`src/rtl/hvt_pkg.sv`:
```
package hvt_pkg;
   typedef enum logic {
      PH_WAIT = 1'b0,
      PH_RUN  = 1'b1
   } phase_e;
endpackage

```
`src/rtl/hvt_ref_hold.sv`:
```
module hvt_ref_hold #(
   parameter int W = 8
) (
   input  logic         clk,
   input  logic         rst_n,
   input  logic         capture,
   input  logic [W-1:0] hi_in,
   input  logic [W-1:0] per_in,
   output logic [W-1:0] hi_q,
   output logic [W-1:0] per_q
);
   always_ff @(posedge clk or negedge rst_n) begin
      if (!rst_n) begin
         hi_q  <= '0;
         per_q <= W'(1);
      end else if (capture) begin
         hi_q  <= hi_in;
         per_q <= per_in;
      end
   end
endmodule

```
`src/rtl/hvt_count.sv`:
```
module hvt_count #(
   parameter int W = 8
) (
   input  logic         clk,
   input  logic         rst_n,
   input  logic         reload,
   input  logic         step,
   input  logic [W-1:0] hi_q,
   input  logic [W-1:0] per_q,
   output logic [W-1:0] cnt,
   output logic         at_hi,
   output logic         at_per
);
   localparam logic [W-1:0] ONE = W'(1);

   always_ff @(posedge clk or negedge rst_n) begin
      if (!rst_n)      cnt <= ONE;
      else if (reload) cnt <= ONE;
      else if (step)   cnt <= cnt + ONE;
   end

   assign at_hi  = (cnt == hi_q);
   assign at_per = (cnt == per_q);
endmodule

```
`src/rtl/hs_var_timer.sv`:
```
module hs_var_timer #(
   parameter int CNT_W = 8
) (
   input  logic             clk,
   input  logic             rst_n,
   input  logic             en,
   input  logic [CNT_W-1:0] high_ref,
   input  logic [CNT_W-1:0] period_ref,
   input  logic             ack,
   output logic             init_req,
   output logic             timeout
);
   import hvt_pkg::*;

   if (CNT_W < 2 || CNT_W > 32) begin : g_bad_width
      $error("hs_var_timer: CNT_W must be between 2 and 32");
   end

   phase_e           phase_q;
   logic [CNT_W-1:0] hi_q, per_q, cnt_q;
   logic             at_hi, at_per;
   logic             running, period_end, start, cnt_reload, cnt_step;

   assign running    = (phase_q == PH_RUN);
   assign period_end = running && at_per;
   assign start      = en && ack && (!running || at_per);
   assign cnt_reload = !en || period_end;
   assign cnt_step   = en && running && !at_per;

   hvt_ref_hold #(.W(CNT_W)) u_refs (
      .clk     (clk),
      .rst_n   (rst_n),
      .capture (start),
      .hi_in   (high_ref),
      .per_in  (period_ref),
      .hi_q    (hi_q),
      .per_q   (per_q)
   );

   hvt_count #(.W(CNT_W)) u_cnt (
      .clk    (clk),
      .rst_n  (rst_n),
      .reload (cnt_reload),
      .step   (cnt_step),
      .hi_q   (hi_q),
      .per_q  (per_q),
      .cnt    (cnt_q),
      .at_hi  (at_hi),
      .at_per (at_per)
   );

   always_ff @(posedge clk or negedge rst_n) begin
      if (!rst_n) begin
         phase_q  <= PH_WAIT;
         init_req <= 1'b1;
         timeout  <= 1'b0;
      end else if (!en) begin
         phase_q  <= PH_WAIT;
         init_req <= 1'b1;
         timeout  <= 1'b0;
      end else begin
         timeout <= 1'b0;
         if (!running) begin
            if (ack) phase_q <= PH_RUN;
         end else if (at_per) begin
            timeout  <= 1'b1;
            init_req <= 1'b1;
            phase_q  <= ack ? PH_RUN : PH_WAIT;
         end else if (at_hi) begin
            init_req <= 1'b0;
         end
      end
   end
endmodule

```
`config.mk`:
```
export PLATFORM = sky130hd
export DESIGN_NAME = hs_var_timer
export DESIGN_NICKNAME = d
export VERILOG_FILES = /design/src/rtl/hvt_pkg.sv /design/src/rtl/hvt_ref_hold.sv /design/src/rtl/hvt_count.sv /design/src/rtl/hs_var_timer.sv
export SDC_FILE = /design/constraint.sdc
export NUM_CORES = 1
export LEC_CHECK = 0
export ABC_AREA = 1
export BUFFER_PORTS_ARGS = -buffer_cell sky130_fd_sc_hd__buf_2
export CAP_MARGIN = 20
export CORE_ASPECT_RATIO = 0.6
export CORE_MARGIN = 5
export CORE_UTILIZATION = 60
export DETAILED_ROUTE_END_ITERATION = 8
export PLACE_DENSITY = 0.85
export SYNTH_ARGS = -nofsm -noshare
export SYNTH_HDL_FRONTEND = slang
export SYNTH_SLANG_ARGS = --single-unit
```
`constraint.sdc`:
```
create_clock -name clk -period 3.35 [get_ports clk]
set_clock_uncertainty 0.1 [all_clocks]
set_input_delay 0.5025 -clock clk [delete_from_list [all_inputs] [get_ports clk]]
set_output_delay 0.5025 -clock clk [all_outputs]
set_load 0.01 [all_outputs]
```
==> results by stage, run 1 <==
Drt:
- The total via count after detailed routing is 1,320.
- The wire length per cell is 14.0 microns.
- The first detailed-routing pass took 5 iterations.
- For this block, the initial DRC count from the detailed router was approximately 120.
- After detailed routing, the number of vias per cell comes to 5.26.
- The post-detailed-routing wire length is between 3000 and 4000 microns.
- The detail route stage leaves a number of antenna-violating nets equal to 0.
- After detailed routing, the number of remaining DRC violations is 0.

Global routing:
- Across every metal layer, demand over resource in global routing totals between 20% and 30%.
- The total global routing overflow is 0.
- Entering global routing, the biggest net connects 28 pins.
- The via count of the first global-routing pass is 1,268.
- The first global-routing pass estimated 5850 microns of wire.
- The initial antenna violation count is 0.

Layout:
- The share of final-layout standard cells stronger than drive strength 1 is 15.4%.
- The finished layout holds 251 standard cells, fillers aside.
- The number of antenna diodes in the final layout is 0.
- The post-layout net count is 243.
- Compared with the post-synthesis result, the final layout area differs by 11.4%.

Clock network:
- Clock-pin slew was measured on the worst setup and hold paths at 0.08 ns.
- The clock passes through at most 2 buffers.
- The post-CTS resize count is 0.
- The number of clock buffers added by TritonCTS is 3.
- The tree is rooted in a clkbuf_8.
- The number of setup buffers added after CTS is 0.
- TritonCTS built the clock tree.
- CTS built an H-tree with a depth of 1.
- The later pin in the worst-skew pair is clocked with a latency of 0.27 ns.
- The number of sinks handled by clock tree synthesis is 27.
- Hold repair after CTS inserted 0 buffers.

Synthesis:
- The number of distinct standard cells referenced by the synthesized netlist is 22.
- The count of flip-flops with a built-in enable after synthesis is 0.
- In this run the mean area of a mapped cell was around 7.3 sq um.
- The post-synth net total is 220.
- The cell area after technology mapping is 1450 sq um.
- After technology mapping, the gate count stands at 199.
- Summing the sequential cell areas from Yosys gives 46.8% of the chip area.
- The most common cell in the netlist is nand2_1.
- After synthesis, the cell types taking the most area are dfrtp_1 41%, nand2_1 21%, nand3_1 7.6%, inv_1 6.2%, dfstp_2 5.4%.
- The cell taking the most area after synthesis is dfrtp_1.
- The flip-flop cell with the highest count after synthesis is dfrtp_1.
- After synthesis, the share of flip-flops with an asynchronous set or reset is 100%.
- Ranked by instance count, the synthesized netlist is headed by 81 x nand2_1, 24 x dfrtp_1, 24 x inv_1.
- The fraction of synthesized cell area taken by the top area cell type is between 40% and 50%.
- The register bit total from synthesis is 27.
- The count of warnings emitted by yosys is 0.

Worst setup path:
- The worst setup path is launched from a flip-flop.
- The worst setup path is captured at a flip-flop.
- The maximum fanout encountered on the critical timing path is 18.
- By startpoint and endpoint, the worst setup path is classified as flip-flop to flip-flop.
- The critical path required time is 3.46 ns.
- Data on the critical path arrives at its endpoint at 1.92 ns.

Place:
- The HPWL after detailed placement is 2620 microns.
- Buffers placed on the I/O ports in this run total 21.
- The final weighted congestion in routability-driven placement is approximately 0.92.
- The number of cells in the design after placement is between 200 and 250.

Status:
- The run finished with clean final reports.

Timing:
- The post-route clock period utilization is 54.0%.
- The number of hold-slack violations in the final timing report is 0.
- Measured against its own limit, the worst slew margin works out to 59.8%.
- Setup repair after global routing left no endpoint under its margin.
- The count of final max-slew check failures came to 0.
- The final setup violation count is 0.
- The worst hold slack is between 0.1 and 0.15 ns.
- At the pin with the least slew margin, the transition time is 0.603 ns.
- The total negative slack for setup checks is 0 ns.
- The peak clock frequency supported by timing is 553 MHz.
- The time the final worst path needs with I/O delays and setup is roughly 1.8 ns.

Power:
- Across the VDD grid, the largest voltage drop is around 0.43 mV.
- For this design the ratio of total power to cell area is 505 nW/um^2.
- The total power of the final layout is 818 uW.
- The cell leakage power is 0.000902 uW.

Floorplanning:
- In this run the vertical extent of the chip is 48.1 microns.
- The die area is 3540 sq um.
- The placement row count is 13.
- The core region is around 2200 sq um.
- For this design the top-level I/O count stands at 22.
- The horizontal die dimension is 73.5 microns.
- The initial cell density of the core is 65.2%.

Run:
- The number of max-cap violations is 0.

Min path:
- The worst min-delay path class is input pin to asynchronous set/reset pin.
cell usage in the layout, fill, tap and decap left out, types with 2 or more instances in the layout:
cell type and count:
dfstp_2 3, xnor2_1 4, o21ai_0 9, nand2_2 2
nand3_1 22, dfrtp_1 24, nor2_1 13, nand4_1 4
buf_2 21, clkbuf_8 3, inv_1 24, nand2_4 2
nand2_1 81
flip-flops by register name, indices dropped and copies added (netlist names):
signal        cells
u_cnt.cnt         8
u_refs.hi_q       8
u_refs.per_q      8
init_req          1
timeout           1
phase_q           1
critical path, cell delays in order, from the launching register on:
cell and delay (ns):
dfstp_2 0.59, inv_1 0.10, nand2_1 0.09, nand2_1 0.06, nand2_1 0.08, nor2_2 0.05
nand2_2 0.14, nand2_4 0.17, nand2_4 0.20, nand2_1 0.10, nand2_1 0.08
final cells by class:
cell class	instances	area, sq um
clock buffer	4	45.0
timing repair buffer	21	105
tap	30	37.5
inverter	26	97.6
sequential	27	679
fill	170	611
multi-input combinational	143	653
power breakdown:
group / internal (uW) / total, uW / switching (uW)
Clock: 85.3 / 183 / 98.1
Combinational: 77.3 / 200 / 123
Sequential: 384 / 434 / 50.4
logic make-up (layout without fill, tap and decap cells):
group,count (synthesis),after routing,share of synthesized area [%]
fa+ha+maj,1,1,0.861
flops,27,27,46.8
buf+inv,29,51,8.27
xor+xnor,5,5,3.01
simple gates,127,127,37.5
compound gates,10,10,3.62
routing by layer:
metal,global-route usage (%),wire length [microns]
met1,29.0,1580
met2,39.1,1660
met3,5.56,207
met4,4.33,67
met5,0,0
path summary, 6_finish.rpt:
path / slack [ns] / startpoint / to / depth (start not counted)
hold / removal: 0.13 / rst_n / u_refs.per_q[1] / 1
setup reg to reg: 1.54 / u_cnt.cnt[0] / u_refs.per_q[2] / 10
min in group clk: 0.35 / period_ref[0] / u_refs.per_q[0] / 3
hold reg to reg: 0.39 / u_refs.hi_q[0] / u_refs.hi_q[0] / 2
max in group asynchronous: 2.62 / rst_n / u_refs.per_q[2] / 1
setup / recovery: 1.54 / u_cnt.cnt[0] / u_refs.per_q[2] / 10
through the flow:
stage               area (sq um)  utilization (%)  setup WS (ns)
CTS                         1620             72.6           1.56
global placement            1570             70.6           1.62
global route                1620             72.6           1.37
floorplan                   1450                -           1.83
finish                      1620             72.6           1.54
detailed placement          1570             70.6           1.53
No activity file was read; power rests on OpenSTA's default activity.
==> run 2, diff against run 1 <==
--- a/config.mk
+++ b/config.mk
@@ -10,9 +10,9 @@
 export CAP_MARGIN = 20
 export CORE_ASPECT_RATIO = 0.6
 export CORE_MARGIN = 5
-export CORE_UTILIZATION = 60
+export CORE_UTILIZATION = 55
 export DETAILED_ROUTE_END_ITERATION = 8
-export PLACE_DENSITY = 0.85
+export PLACE_DENSITY = 0.79
 export SYNTH_ARGS = -nofsm -noshare
 export SYNTH_HDL_FRONTEND = slang
 export SYNTH_SLANG_ARGS = --single-unit
==> constraint.sdc (replaced) <==
create_clock -name clk -period 1.8 [get_ports clk]
set_clock_uncertainty 0.1 [all_clocks]
set_input_delay 0.27 -clock clk [delete_from_list [all_inputs] [get_ports clk]]
set_output_delay 0.27 -clock clk [all_outputs]
set_load 0.01 [all_outputs]
==> results by stage, run 2 (synthesized netlist as in run 1, its figures left out) <==
Worst setup path:
- The arrival time of the worst setup path is 1.75 ns (was 1.92 ns).
- The critical register-to-register path startpoint is u_cnt.cnt[0] (unchanged).
- The longest individual stage delay on the worst path is 0.58 ns (was 0.59 ns).
- The maximum fanout encountered on the critical timing path is 11 (was 18).
- The cell with the largest stage delay on the worst path was dfstp_2 (unchanged).
- The most frequent cell on the critical path was nand2_1 (unchanged).
- The nature of the critical path endpoint is a flip-flop (unchanged).
- CP cell instances: inv_1, nand2_1, nand2_1, nand2_1, nor2_2, nand2_2, nand2_4, buf_4, nand3_1, nand2_1 (was inv_1, nand2_1, nand2_1, nand2_1, nor2_2, nand2_2, nand2_4, nand2_4, nand2_1, nand2_1).
- The startpoint class of the critical path is a flip-flop (unchanged).
- The worst reg2reg path endpoint was u_refs.per_q[2] (unchanged).
- The critical path required time is 1.87 ns (was 3.46 ns).
- The worst setup slack for register-to-register paths is 0.12 ns (was 1.54 ns).
- The startpoint-to-endpoint class of the critical path was flip-flop to flip-flop (unchanged).
- The worst-case reg-to-reg path depth was 10 (unchanged).

Power:
- The worst ir drop on vdd is 0.716 mV (was 0.431 mV).
- The sequential cell fraction of total power is 52.9% (was 53.1%).
- The cell-internal power was 1020 uW (was 546 uW).
- The cell leakage power is 0.000929 uW (was 0.000902 uW).
- The clock group share of total power is 22.6% (was 22.4%).
- The switching power total is 496 uW (was 271 uW).
- The part of the total power dissipated in combinational logic came to 24.4% (was 24.5%).
- The power density over the cells is 913 nW/um^2 (was 505 nW/um^2).
- The proportion of total power due to net switching is 32.7% (was 33.2%).

Drt:
- The total via count after detailed routing is 1,268 (was 1,320).
- The wire length per cell is 12.1 microns (was 14.0 microns).
- The post-detailed-route via-to-cell ratio is 4.91 (was 5.26).
- The number of detailed-route iterations in the first pass was 4 (was 5).
- The post-detailed-route count of antenna-violating nets is 0 (unchanged).
- The DRC violations left is 0 (unchanged).
- The count of routing violations after the opening detailed-route iteration was 108 (was 119).
- The post-detailed-routing wire length came to 3130 microns (was 3520 microns).

Min path:
- The worst min-delay path class was input pin to flip-flop (was input pin to asynchronous set/reset pin).
- Along the worst hold path, the cell count comes to 3.
- In this run the most critical hold path is launched from period_ref[3].
- The worst hold path endpoint is u_refs.per_q[3].

Layout:
- The most frequent standard cell in the layout excluding fill and tap cells is nand2_1 (unchanged).
- Most used cells in the layout excluding fill and tap cells: 81 x nand2_1, 24 x inv_1, 24 x dfrtp_1 (unchanged).
- The final standard cell area without fillers came to 1660 sq um (was 1620 sq um).
- Regs by FF count: u_cnt.cnt: 8 flops, u_refs.hi_q: 8 flops, u_refs.per_q: 8 flops (unchanged).
- The post-layout net count was 248 (was 243).
- The synthesis-to-layout area growth is 14.4% (was 11.4%).
- The count of placed standard cells in the final layout, fillers left out was 258 (was 251).
- The final antenna diode count came to 0 (unchanged).
- The share of final-layout standard cells stronger than drive strength 1 is 17.3% (was 15.4%).

Timing:
- The time the final worst path needs with I/O delays and setup came to 1.68 ns (was 1.81 ns).
- The measured slew at the worst slew-check pin is 0.584 ns (was 0.603 ns).
- The final critical-path setup slack is 0.124 ns (was 1.54 ns).
- The headroom to the max-slew limit is 61.1% (was 59.8%).
- The peak clock frequency supported by timing came to 597 MHz (was 553 MHz).
- The count of final max-slew check failures is 0 (unchanged).
- The number of hold-slack violations in the final timing report is 0 (unchanged).
- The final setup violation count came to 0 (unchanged).
- Setup repair after global routing missed its margin: false (unchanged).
- The total negative slack for setup checks was 0 ns (unchanged).
- The post-route clock period utilization is 93.1% (was 54.0%).

Place:
- The instance area at placement is 1610 sq um (was 1570 sq um).
- The placed wire-length estimate after detailed placement is 2430 microns (was 2620 microns).
- The number of port buffers is 21 (unchanged).
- The worst setup slack before clock tree synthesis is 0.135 ns (was 1.53 ns).
- The final weighted congestion in routability-driven placement is 0.899 (was 0.917).
- The number of cells in the design after placement was 253 (was 247).

Floorplanning:
- The I/O pin total came to 22 (unchanged).
- The die area is 3800 sq um (was 3540 sq um).
- The core area is 2520 sq um (was 2230 sq um).
- The placement row count is 14 (was 13).
- The initial cell density of the core is 57.6% (was 65.2%).
- The die extent in y is 49.8 microns (was 48.1 microns).
- The horizontal die dimension is 76.3 microns (was 73.5 microns).

Clock network:
- The post-CTS resize count is 0 (unchanged).
- The total number of H-tree levels came to 1 (unchanged).
- The clock tree root driver cell was clkbuf_8 (unchanged).
- The TritonCTS clock tree is done (unchanged).
- The maximum clock path buffer count is 2 (unchanged).
- The clock transition at the registers of the reported paths is 0.10 ns (was 0.08 ns).
- The number of sinks handled by clock tree synthesis is 27 (unchanged).
- The clock latency on the worst-skew pair is 0.27 ns (about the same).
- The total clock buffers created by CTS is 3 (unchanged).

Status:
- Result of the run: complete, no violations (unchanged).

Global routing:
- The via count of the first global-routing pass is 1,156 (was 1,268).
- The initial antenna violation count is 0 (unchanged).
- The total global routing overflow came to 0 (unchanged).
- The global-route wire length before repair is 5250 microns (was 5850 microns).
- The total track usage was 17.2% (was 22.3%).
- The maximum number of pins on one net before global-route repair is 28 (unchanged).

Run:
- The number of max-cap violations came to 0 (unchanged).
## run 2: cell type report
type	count	area [sq um]
fill	232	861
sequential	27	679
multi-input combinational	143	653
timing repair buffer	26	145
inverter	26	97.6
clock buffer	3	41.3
tap	32	40.0
clock inverter	1	5.00
## run 2: critical path: cells and delay by family, from the launching register on
kind | cells | cell delay (ns)
buf+inv | 2 | 0.27
flops | 1 | 0.58
simple gates | 8 | 0.63
## run 2: per-stage QoR
stage	hold slack [ns]	power, uW	utilization (%)
global route	0.123	1620	65.9
CTS	0.115	1530	65.9
global placement	0.198	1170	63.6
detailed placement	0.209	1180	63.6
finish	0.118	1520	65.9
floorplan	-0.126	1060	-
## run 2: worst max path at each step
stage,startpoint,end,slack (ns),depth (start not counted)
detailed placement,u_cnt.cnt[0],u_refs.hi_q[5],0.13,10
finish,u_cnt.cnt[0],u_refs.per_q[2],0.12,10
global route,u_cnt.cnt[0],u_refs.hi_q[5],0.004,10
floorplan,u_cnt.cnt[0],u_refs.per_q[1],0.28,10
CTS,u_cnt.cnt[0],u_refs.hi_q[5],0.12,10
global placement,u_cnt.cnt[0],u_refs.hi_q[0],0.19,10
## run 2: layer usage
layer | track usage [%] | vias to the layer above | share of wire, %
met1 | 24.5 | 559 | 50
li1 | - | 671 | -
met5 | 0 | - | 0
met4 | 4.36 | 0 | 0.99
met2 | 25.9 | 32 | 42
met3 | 4.91 | 6 | 6.9
## run 2: repair_timing
action	in CTS	in global routing
hold buffers	1	0
endpoints found under the hold margin	24	0
buffers inserted	0	0
## run 2: power by group through the flow
stage	clock network, uW	logic, uW	registers (uW)
2_1_floorplan	0	271	792
3_3_place_gp	0	358	813
3_5_place_dp	0	368	814
4_1_cts	355	371	803
5_1_grt	383	425	815
6_report	343	371	803
==> run 3, diff against run 2 <==
--- a/config.mk
+++ b/config.mk
@@ -10,9 +10,9 @@
 export CAP_MARGIN = 20
 export CORE_ASPECT_RATIO = 0.6
 export CORE_MARGIN = 5
-export CORE_UTILIZATION = 55
+export CORE_UTILIZATION = 60
 export DETAILED_ROUTE_END_ITERATION = 8
-export PLACE_DENSITY = 0.79
+export PLACE_DENSITY = 0.85
 export SYNTH_ARGS = -nofsm -noshare
 export SYNTH_HDL_FRONTEND = slang
 export SYNTH_SLANG_ARGS = --single-unit
==> constraint.sdc (replaced) <==
create_clock -name clk -period 2.18 [get_ports clk]
set_clock_uncertainty 0.1 [all_clocks]
set_input_delay 0.327 -clock clk [delete_from_list [all_inputs] [get_ports clk]]
set_output_delay 0.327 -clock clk [all_outputs]
set_load 0.01 [all_outputs]
==> results by stage, run 3 (synthesized netlist as in run 1, its figures left out) <==
Status:
- Result of the run: complete, no violations (unchanged).

Clock network:
- The clock latency on the worst-skew pair was 0.27 ns (about the same).
- The total clock buffers created by CTS is 3 (unchanged).
- The clock transition at the registers of the reported paths is 0.09 ns (was 0.10 ns).
- The total number of H-tree levels is 1 (unchanged).
- The TritonCTS clock tree is done (unchanged).
- The number of sinks handled by clock tree synthesis was 27 (unchanged).
- The post-CTS resize count is 0 (unchanged).
- The number of buffers inserted for hold repair after clock tree synthesis is 1 (unchanged).
- The clock tree root driver cell is clkbuf_8 (unchanged).
- The number of post-CTS setup repair buffers is 0 (unchanged).
- The maximum clock path buffer count is 2 (unchanged).

Power:
- The sequential cell fraction of total power is 53.0% (was 52.9%).
- The switching power total is 416 uW (was 496 uW).
- The proportion of total power due to net switching is 33.1% (was 32.7%).
- The part of the total power dissipated in combinational logic is 24.4% (about the same).
- The clock group share of total power is 22.5% (was 22.6%).
- The total power of the final layout was 1260 uW (was 1520 uW).
- The worst ir drop on vdd is 0.442 mV (was 0.716 mV).
- The cell leakage power is 0.000906 uW (was 0.000929 uW).
- The power density over the cells is 772 nW/um^2 (was 913 nW/um^2).
- The cell-internal power was 840 uW (was 1020 uW).

Layout:
- The count of placed standard cells in the final layout, fillers left out is 252 (was 258).
- The share of final-layout standard cells stronger than drive strength 1 is 15.3% (was 17.3%).
- The post-layout utilization of the core is 73.0% (was 65.9%).
- The synthesis-to-layout area growth is 12.1% (was 14.4%).
- The final antenna diode count was 0 (unchanged).
- The post-layout net count is 244 (was 248).
- The most frequent standard cell in the layout excluding fill and tap cells is nand2_1 (unchanged).
- Regs by FF count: u_cnt.cnt: 8 flops, u_refs.hi_q: 8 flops, u_refs.per_q: 8 flops (unchanged).
- Most used cells in the layout excluding fill and tap cells: 81 x nand2_1, 24 x inv_1, 24 x dfrtp_1 (unchanged).

Place:
- The number of cells in the design after placement is 247 (was 253).
- The placed wire-length estimate after detailed placement is 2590 microns (was 2430 microns).
- The number of port buffers is 21 (unchanged).
- The final weighted congestion in routability-driven placement was 0.933 (was 0.899).

Worst setup path:
- The combined buffer and inverter count along the critical path is 1 (was 2).
- CP cell instances: inv_1, nand2_1, nand2_1, nand2_1, nor2_2, nand2_2, nand2_4, nand2_4, nand2_1, nand2_1 (was inv_1, nand2_1, nand2_1, nand2_1, nor2_2, nand2_2, nand2_4, buf_4, nand3_1, nand2_1).
- The cell with the largest stage delay on the worst path is dfstp_2 (unchanged).
- The critical path required time is 2.30 ns (was 1.87 ns).
- The arrival time of the worst setup path was 1.89 ns (was 1.75 ns).
- The cell family with the largest share of critical-path delay is simple AND/OR/NAND/NOR gates (unchanged).
- The most frequent cell on the critical path was nand2_1 (unchanged).
- The startpoint-to-endpoint class of the critical path is flip-flop to flip-flop (unchanged).
- The maximum fanout encountered on the critical timing path came to 18 (was 11).
- The nature of the critical path endpoint is a flip-flop (unchanged).
- The longest individual stage delay on the worst path came to 0.58 ns (about the same).
- The startpoint class of the critical path is a flip-flop (unchanged).

Floorplanning:
- The core area came to 2230 sq um (was 2520 sq um).
- The die area is 3540 sq um (was 3800 sq um).
- The die extent in y is 48.1 microns (was 49.8 microns).
- The horizontal die dimension is 73.5 microns (was 76.3 microns).
- The I/O pin total is 22 (unchanged).
- The placement row count was 13 (was 14).
- The initial cell density of the core is 65.2% (was 57.6%).

Drt:
- The post-detailed-routing wire length is 3460 microns (was 3130 microns).
- The total via count after detailed routing is 1,354 (was 1,268).
- The number of detailed-route iterations in the first pass is 4 (unchanged).
- The post-detailed-route via-to-cell ratio is 5.37 (was 4.91).
- The DRC violations left is 0 (unchanged).
- The count of routing violations after the opening detailed-route iteration came to 188 (was 108).
- The wire length per cell was 13.7 microns (was 12.1 microns).
- The post-detailed-route count of antenna-violating nets is 0 (unchanged).

Timing:
- The worst hold slack is 0.179 ns (was 0.118 ns).
- The number of hold-slack violations in the final timing report is 0 (unchanged).
- The time the final worst path needs with I/O delays and setup is 1.77 ns (was 1.68 ns).
- The total negative slack for setup checks is 0 ns (unchanged).
- The measured slew at the worst slew-check pin is 0.592 ns (was 0.584 ns).
- The count of final max-slew check failures was 0 (unchanged).
- The peak clock frequency supported by timing is 564 MHz (was 597 MHz).
- The headroom to the max-slew limit came to 60.6% (was 61.1%).
- Setup repair after global routing missed its margin: false (unchanged).
- The final setup violation count is 0 (unchanged).
- The post-route clock period utilization is 81.3% (was 93.1%).

Global routing:
- The total global routing overflow was 0 (unchanged).
- The initial antenna violation count came to 0 (unchanged).
- The total track usage is 22.4% (was 17.2%).
- The global-route wire length before repair is 5910 microns (was 5250 microns).
- The via count of the first global-routing pass was 1,334 (was 1,156).
- The maximum number of pins on one net before global-route repair was 28 (unchanged).

Min path:
- The worst min-delay path class is input pin to flip-flop (unchanged).

Run:
- The number of max-cap violations is 0 (unchanged).
## run 3: routing by layer
metal  wire (microns)  part of all wire, %  GRT usage, %  vias to the layer above
met1             1520                   44          29.5                      621
met3              225                  6.5          5.56                        6
li1                 -                    -             -                      666
met2             1670                   48          38.0                       61
met5                0                    0             0                        -
met4               39                  1.1          5.78                        0
## run 3: final cells by class
| type | instances | area, sq um |
|---|---|---|
| Clock buffer | 4 | 45.0 |
| Fill cell | 169 | 601 |
| Inverter | 26 | 97.6 |
| Multi-Input combinational cell | 143 | 653 |
| Sequential cell | 27 | 679 |
| Tap cell | 30 | 37.5 |
| Timing Repair Buffer | 22 | 115 |
## run 3: stage by stage
step	worst slack [ns]	cell area, sq um
global placement	0.509	1570
finish	0.407	1630
global route	0.275	1630
CTS	0.415	1630
floorplan	0.659	1450
detailed placement	0.447	1570
## run 3: worst register-to-register path, delay by kind of cell (launching register included)
kind | cells | cell delay, ns
simple gates | 9 | 0.94
buf+inv | 1 | 0.10
flops | 1 | 0.58
## run 3: final timing paths
path	startpoint	endpoint	slack (ns)	cells past startpoint
setup / recovery	u_cnt.cnt[0]	u_refs.hi_q[4]	0.41	10
hold / removal	high_ref[5]	u_refs.hi_q[5]	0.18	3
setup reg to reg	u_cnt.cnt[0]	u_refs.hi_q[4]	0.41	10
hold reg to reg	u_refs.hi_q[2]	u_refs.hi_q[2]	0.38	2
max in group asynchronous	rst_n	u_cnt.cnt[2]	1.11	2
min in group asynchronous	rst_n	u_refs.per_q[3]	0.49	2
## run 3: power by group through the flow
stage	combinational, uW	sequential, uW	clock [uW]
after CTS	307	664	287
after global placement	285	673	0
after floorplan	224	654	0
after detailed placement	300	673	0
final	307	666	283
after global routing	356	678	319
